==> config.mk <==
export PLATFORM = sky130hd
export DESIGN_NAME = deadtime_ctrl
export DESIGN_NICKNAME = d
export VERILOG_FILES = /design/src/rtl/dtc_pkg.sv /design/src/rtl/dtc_gap_meter.sv /design/src/rtl/dtc_edge_track.sv /design/src/rtl/deadtime_ctrl.sv
export SDC_FILE = /design/constraint.sdc
export NUM_CORES = 1
export LEC_CHECK = 0
export BUFFER_PORTS_ARGS = -buffer_cell sky130_fd_sc_hd__buf_2
export CORE_MARGIN = 4
export CORE_UTILIZATION = 56
export CTS_CLUSTER_DIAMETER = 50
export DETAILED_ROUTE_END_ITERATION = 16
export HOLD_SLACK_MARGIN = 0.03
export PLACE_DENSITY = 0.79
export SLEW_MARGIN = 20
export SYNTH_ARGS = -nofsm -noshare
export SYNTH_HDL_FRONTEND = slang
export SYNTH_SLANG_ARGS = --single-unit
export TNS_END_PERCENT = 30
==> constraint.sdc <==
create_clock -name clk -period 2.7 [get_ports clk]
set_clock_uncertainty 0.05 [all_clocks]
set_input_delay 0.405 -clock clk [delete_from_list [all_inputs] [get_ports clk]]
set_output_delay 0.405 -clock clk [all_outputs]
set_load 0.01 [all_outputs]
==> src/rtl/dtc_pkg.sv <==
package dtc_pkg;

    // Bit 0 set marks a dead interval; bit 1 names the gate that comes next.
    typedef enum logic [1:0] {
        ST_LS_ON  = 2'b00,
        ST_GAP_LS = 2'b01,
        ST_HS_ON  = 2'b10,
        ST_GAP_HS = 2'b11
    } dtc_state_e;

    localparam int EDGE_HS = 0;
    localparam int EDGE_LS = 1;
    localparam int N_EDGES = 2;

endpackage

==> src/rtl/dtc_gap_meter.sv <==
module dtc_gap_meter #(
    parameter int CNT_W = 4
) (
    input  logic             clk,
    input  logic             rst_n,
    input  logic             clr,
    input  logic             phase_neg,
    output logic [CNT_W-1:0] cnt,
    output logic             seen
);

    localparam logic [CNT_W-1:0] CNT_TOP = '1;

    typedef struct packed {
        logic [CNT_W-1:0] cnt;
        logic             seen;
    } meter_t;

    meter_t m_d, m_q;

    always_comb begin
        m_d = m_q;
        if (clr) begin
            m_d.cnt  = '0;
            m_d.seen = 1'b0;
        end else begin
            if (m_q.cnt != CNT_TOP) begin
                m_d.cnt = m_q.cnt + 1'b1;
            end
            m_d.seen = m_q.seen | phase_neg;
        end
    end

    always_ff @(posedge clk) begin
        if (!rst_n) begin
            m_q <= '0;
        end else begin
            m_q <= m_d;
        end
    end

    assign cnt  = m_q.cnt;
    assign seen = m_q.seen;

    // the diode flag is cleared whenever the meter is cleared
    a_r4_seen_cleared: assert property (@(posedge clk) disable iff (!rst_n)
        clr |=> (!seen && cnt == '0));

endmodule

==> src/rtl/dtc_edge_track.sv <==
module dtc_edge_track #(
    parameter int DT_W   = 4,
    parameter int DT_MIN = 2,
    parameter int DT_MAX = 12
) (
    input  logic            clk,
    input  logic            rst_n,
    input  logic            upd,
    input  logic            shrink,
    output logic [DT_W-1:0] dt
);

    localparam logic [DT_W-1:0] MIN_V = DT_W'(DT_MIN);
    localparam logic [DT_W-1:0] MAX_V = DT_W'(DT_MAX);

    logic [DT_W-1:0] dt_d, dt_q;

    always_comb begin
        dt_d = dt_q;
        if (upd) begin
            if (shrink) begin
                dt_d = (dt_q > MIN_V) ? dt_q - 1'b1 : MIN_V;
            end else begin
                dt_d = (dt_q < MAX_V) ? dt_q + 1'b1 : MAX_V;
            end
        end
    end

    always_ff @(posedge clk) begin
        if (!rst_n) begin
            dt_q <= MAX_V;
        end else begin
            dt_q <= dt_d;
        end
    end

    assign dt = dt_q;

    // value stays inside the programmed window
    a_r5_within_limits: assert property (@(posedge clk) disable iff (!rst_n)
        (dt >= MIN_V) && (dt <= MAX_V));

    // each change is a single tick
    a_r4_unit_step: assert property (@(posedge clk) disable iff (!rst_n)
        !$stable(dt) |-> (dt == $past(dt) + 1'b1) || (dt + 1'b1 == $past(dt)));

    // without an update request the value holds
    a_r6_hold_idle: assert property (@(posedge clk) disable iff (!rst_n)
        !upd |=> $stable(dt));

endmodule

==> src/rtl/deadtime_ctrl.sv <==
module deadtime_ctrl
    import dtc_pkg::*;
#(
    parameter  int DT_MIN = 2,
    parameter  int DT_MAX = 12,
    localparam int DT_W   = $clog2(DT_MAX + 1)
) (
    input  logic            clk,
    input  logic            rst_n,
    input  logic            pwm_in,
    input  logic            phase_neg,
    input  logic            hs_gate_off_fb,
    input  logic            ls_gate_off_fb,
    input  logic            mode_sink,
    output logic            hs_on,
    output logic            ls_on,
    output logic [DT_W-1:0] hs_dead_ticks,
    output logic [DT_W-1:0] ls_dead_ticks
);

    typedef struct packed {
        dtc_state_e st;
    } ctl_t;

    ctl_t ctl_d, ctl_q;

    logic [DT_W-1:0]    gap_cnt;
    logic               gap_seen;
    logic [N_EDGES-1:0] upd;
    logic               shrink;
    logic [DT_W-1:0]    dt_arr [N_EDGES];
    logic [DT_W-1:0]    dt_sel;
    logic [DT_W:0]      cnt_next;
    logic               gap_done;
    logic               in_gap_q;

    assign in_gap_q = ctl_q.st[0];
    assign shrink   = gap_seen | phase_neg;
    assign dt_sel   = (ctl_q.st == ST_GAP_HS) ? dt_arr[EDGE_HS] : dt_arr[EDGE_LS];
    assign cnt_next = {1'b0, gap_cnt} + (DT_W + 1)'(1);
    assign gap_done = cnt_next >= {1'b0, dt_sel};

    dtc_gap_meter #(
        .CNT_W (DT_W)
    ) u_meter (
        .clk       (clk),
        .rst_n     (rst_n),
        .clr       (!in_gap_q),
        .phase_neg (phase_neg),
        .cnt       (gap_cnt),
        .seen      (gap_seen)
    );

    for (genvar e = 0; e < N_EDGES; e++) begin : g_edge
        dtc_edge_track #(
            .DT_W   (DT_W),
            .DT_MIN (DT_MIN),
            .DT_MAX (DT_MAX)
        ) u_track (
            .clk    (clk),
            .rst_n  (rst_n),
            .upd    (upd[e]),
            .shrink (shrink),
            .dt     (dt_arr[e])
        );
    end

    always_comb begin
        ctl_d = ctl_q;
        upd   = '0;
        unique case (ctl_q.st)
            ST_LS_ON: begin
                if (pwm_in) ctl_d.st = ST_GAP_HS;
            end
            ST_HS_ON: begin
                if (!pwm_in) ctl_d.st = ST_GAP_LS;
            end
            ST_GAP_HS: begin
                if (!pwm_in) begin
                    ctl_d.st = ST_LS_ON;
                end else if (mode_sink) begin
                    if (ls_gate_off_fb) ctl_d.st = ST_HS_ON;
                end else if (gap_done) begin
                    ctl_d.st      = ST_HS_ON;
                    upd[EDGE_HS]  = 1'b1;
                end
            end
            ST_GAP_LS: begin
                if (pwm_in) begin
                    ctl_d.st = ST_HS_ON;
                end else if (mode_sink) begin
                    if (hs_gate_off_fb) ctl_d.st = ST_LS_ON;
                end else if (gap_done) begin
                    ctl_d.st      = ST_LS_ON;
                    upd[EDGE_LS]  = 1'b1;
                end
            end
            default: ctl_d.st = ST_GAP_LS;
        endcase
    end

    always_ff @(posedge clk) begin
        if (!rst_n) begin
            ctl_q.st <= ST_GAP_LS;
        end else begin
            ctl_q <= ctl_d;
        end
    end

    assign hs_on         = (ctl_q.st == ST_HS_ON);
    assign ls_on         = (ctl_q.st == ST_LS_ON);
    assign hs_dead_ticks = dt_arr[EDGE_HS];
    assign ls_dead_ticks = dt_arr[EDGE_LS];

    // the two gate commands never overlap
    a_r2_no_overlap: assert property (@(posedge clk) disable iff (!rst_n)
        !(hs_on && ls_on));

    // a turn-on always follows a cycle with both gates off
    a_r2_gap_before_hs: assert property (@(posedge clk) disable iff (!rst_n)
        $rose(hs_on) |-> !$past(ls_on));

    a_r2_gap_before_ls: assert property (@(posedge clk) disable iff (!rst_n)
        $rose(ls_on) |-> !$past(hs_on));

    // in sink mode no dead-time value is learned
    a_r7_sink_frozen: assert property (@(posedge clk) disable iff (!rst_n)
        (in_gap_q && mode_sink) |=> ($stable(hs_dead_ticks) && $stable(ls_dead_ticks)));

    // the high-side interval leaves the low-side value alone
    a_r6_hs_gap_keeps_ls: assert property (@(posedge clk) disable iff (!rst_n)
        (ctl_q.st == ST_GAP_HS) |=> $stable(ls_dead_ticks));

    a_r6_ls_gap_keeps_hs: assert property (@(posedge clk) disable iff (!rst_n)
        (ctl_q.st == ST_GAP_LS) |=> $stable(hs_dead_ticks));

endmodule

==> flow_metrics.env <==
export IMPL_outcome="complete, no violations"
export IMPL_pwr_share_clk_pct=30.1
export IMPL_swShare_pct=30.0
export IMPL_cts_buffers=3
export IMPL_finalSetupTns_ps=0
export IMPL_rsz0062_at_grt="false"
export IMPL_rr_startpoint="ctl_q[1]"
export IMPL_die_width_um=53.2
export IMPL_period_share_pct=88.9
export IMPL_ys_seq_area_share_pct=26.2
export IMPL_final_cell_mix="buf_2, dfxtp_1, nand2_1"
export IMPL_whs_endpoint="u_meter.seen"
export IMPL_yosys_warnings=0
export IMPL_syn_area_per_cell_um2=7.95
export IMPL_clockBufferDepth=2
export IMPL_rr_worst_depth=9
export IMPL_synth_fp_nets=162
export IMPL_core_um2=1940
export IMPL_drive_gt1_share_pct=19.4
export IMPL_cellInternalPower_mw=0.319
export IMPL_tightest_slew_ps=397
export IMPL_seqPwrFrac_pct=52.8
export IMPL_synth_async_sr_flop_share_pct=0
export IMPL_setup_violations_final=0
export IMPL_vias_per_cell=5.91
export IMPL_regArea_um2=300
export IMPL_syn_to_final_growth_pct=11.0
export IMPL_hold_viol_final=0
export IMPL_detail_route_antenna_nets=0
export IMPL_synth_ff_type="dfxtp_1"
export IMPL_clock_sinks=15
export IMPL_antenna_found_initial=0
export IMPL_htreeDepth=1
export IMPL_drtIter0Drc=28
export IMPL_yosys_register_bits=15
export IMPL_worst_r2r_setup_slack_ps=300
export IMPL_die_y_um=53.2
export IMPL_crit_fanout=10
export IMPL_syn_area_um2=1140
export IMPL_fin_crit_ps=2400
export IMPL_portBuffers=16
export IMPL_grt_ovfl_total=0
export IMPL_pwr_share_comb_pct=17.1
export IMPL_leakagePower_nw=0.562
export IMPL_max_cap_violations=0
export IMPL_grt_pass1_vias=962
export IMPL_arrival_ps=2570
export IMPL_critPathRequiredTime_ps=2870
export IMPL_grt_total_usage_pct=20.3
export IMPL_ys_types=43
export IMPL_mostFrequentLayoutCell="buf_2"
export IMPL_firstDrtPassIters=4
export IMPL_hold_path_cell_count=3
export IMPL_p_per_area_nw_per_um2=359
export IMPL_finalWeightedCongestion=0.835
export IMPL_die_area_um2=2830
export IMPL_dr_total_vias=1106
export IMPL_wirelength_um=2540
export IMPL_root_buffer="clkbuf_4"
export IMPL_max_slew_margin_pct=73.5
export IMPL_start_util_pct=59.0
export IMPL_critPathKind="register to register"
export IMPL_clk_pin_slew_ps=100
export IMPL_drc=0
export IMPL_post_cts_setup_buffer_count=0
export IMPL_fmax_mhz=416
export IMPL_n_antenna_cell=0
export IMPL_place_hpwl_um=1880
export IMPL_postCtsResizedCells=0
export IMPL_synth_edf_count=0
export IMPL_nets=179
export IMPL_worstHoldStart="phase_neg"
export IMPL_syn_instance_count=144
export IMPL_peakVddDrop_v=0.000283
export IMPL_start_kind="register"
export IMPL_grt_max_degree=16
export IMPL_clkLatencyLatePin_ps=300
export IMPL_rows=16
export IMPL_finalPower_mw=0.456
export IMPL_grt_pass1_wl_um=4280
export IMPL_cts_hold_buffers=0
export IMPL_avgRoutedWirePerCell_um=13.6
export IMPL_ios=17
export IMPL_multiInputGateArea_um2=785
export IMPL_critical_path_endpoint_type="register"
export IMPL_cts_tree="built"
export IMPL_filler_cell_count=185
export IMPL_timing_rr_end="g_edge[0].u_track.dt[0]"
export IMPL_p_sw_mw=0.137
export IMPL_hp_class="input pin to register"
export IMPL_drv_slew=0
-- power by group through the flow --
| stage | Sequential [mW] | Clock, mW | Combinational [mW] |
|---|---|---|---|
| 3_3_place_gp | 0.245 | 0 | 0.0754 |
| 4_1_cts | 0.241 | 0.138 | 0.0779 |
| 5_1_grt | 0.243 | 0.147 | 0.0890 |
| 2_1_floorplan | 0.243 | 0 | 0.0595 |
| 3_5_place_dp | 0.246 | 0 | 0.0777 |
| 6_report | 0.241 | 0.137 | 0.0779 |
-- metal layers --
metal  track usage (%)  wire length, µm  vias to the layer above
met5                 0                0                        -
met3              2.54              154                        4
li1                  -                -                      558
met1              25.8             1130                      504
met2              34.5             1230                       40
met4              7.66               23                        0
-- cells by family after synthesis --
group	synth area share, %
simple gates	25.1
buf+inv	5.25
compound gates	23.9
fa+ha+maj	12.0
xor+xnor	3.06
flops	26.2
mux	4.37
-- final cells by class --
| class | instances | share of cell area (%) |
|---|---|---|
| inverters | 8 | 2.36 |
| clock buffers | 3 | 1.77 |
| repair buffers | 18 | 7.48 |
| clock inverters | 1 | 0.394 |
| well taps | 27 | 2.66 |
| flip-flops and latches | 15 | 23.6 |
| multi-input cells | 115 | 61.7 |
-- synthesized netlist by cell type, types with 3 or more instances --
cell	n	area share (%)
nor2b_1	7	3.8
nand3_1	4	1.7
nor3_1	5	2.2
nand2_1	14	4.6
a21oi_1	9	3.9
inv_1	8	2.6
a31oi_1	4	2.2
o21ai_0	8	3.5
nor2_1	11	3.6
mux2i_1	5	4.4
ha_1	11	12
xnor2_1	3	2.3
or3_1	4	2.2
clkbuf_1	5	1.6
dfxtp_1	15	26
-- worst max-delay path: stages (launching register included) --
cell and delay, ps:
dfxtp_1 480, nand2_1 210, nand2_1 100, o21ai_0 90, ha_1 280, nor2b_1 50
o21ai_2 180, a21oi_2 150, or4_1 550, a21boi_0 160
-- sequential cells by signal, indices dropped and copies added (netlist names) --
signal / cells
ctl_q: 2
g_edge.u_track.dt: 8
u_meter.cnt: 4
u_meter.seen: 1
-- worst max-delay path by stage --
stage | to | depth (start not counted) | slack (ps) | startpoint
after CTS | g_edge[0].u_track.dt[0] | 9 | 300 | ctl_q[1]
final | g_edge[0].u_track.dt[0] | 9 | 300 | ctl_q[1]
after detailed placement | g_edge[0].u_track.dt[0] | 9 | 350 | ctl_q[1]
after global routing | g_edge[0].u_track.dt[0] | 9 | 100 | ctl_q[1]
after floorplan | g_edge[0].u_track.dt[0] | 8 | 540 | g_edge[1].u_track.dt[2]
after global placement | g_edge[0].u_track.dt[0] | 9 | 440 | ctl_q[1]
-- per-stage QoR --
step / hold slack (ps) / instances / utilization (%) / setup WS, ps / area, µm²
6_report: 363 / 187 / 65.5 / 298 / 1270
4_1_cts: 363 / 187 / 65.5 / 298 / 1270
5_1_grt: 382 / 187 / 65.5 / 96.3 / 1270
3_5_place_dp: 491 / 183 / 64.0 / 348 / 1240
3_3_place_gp: 462 / 183 / 64.0 / 443 / 1240
2_1_floorplan: 438 / 144 / - / 539 / 1140
Note: power is estimated with default switching activity, not from simulation.
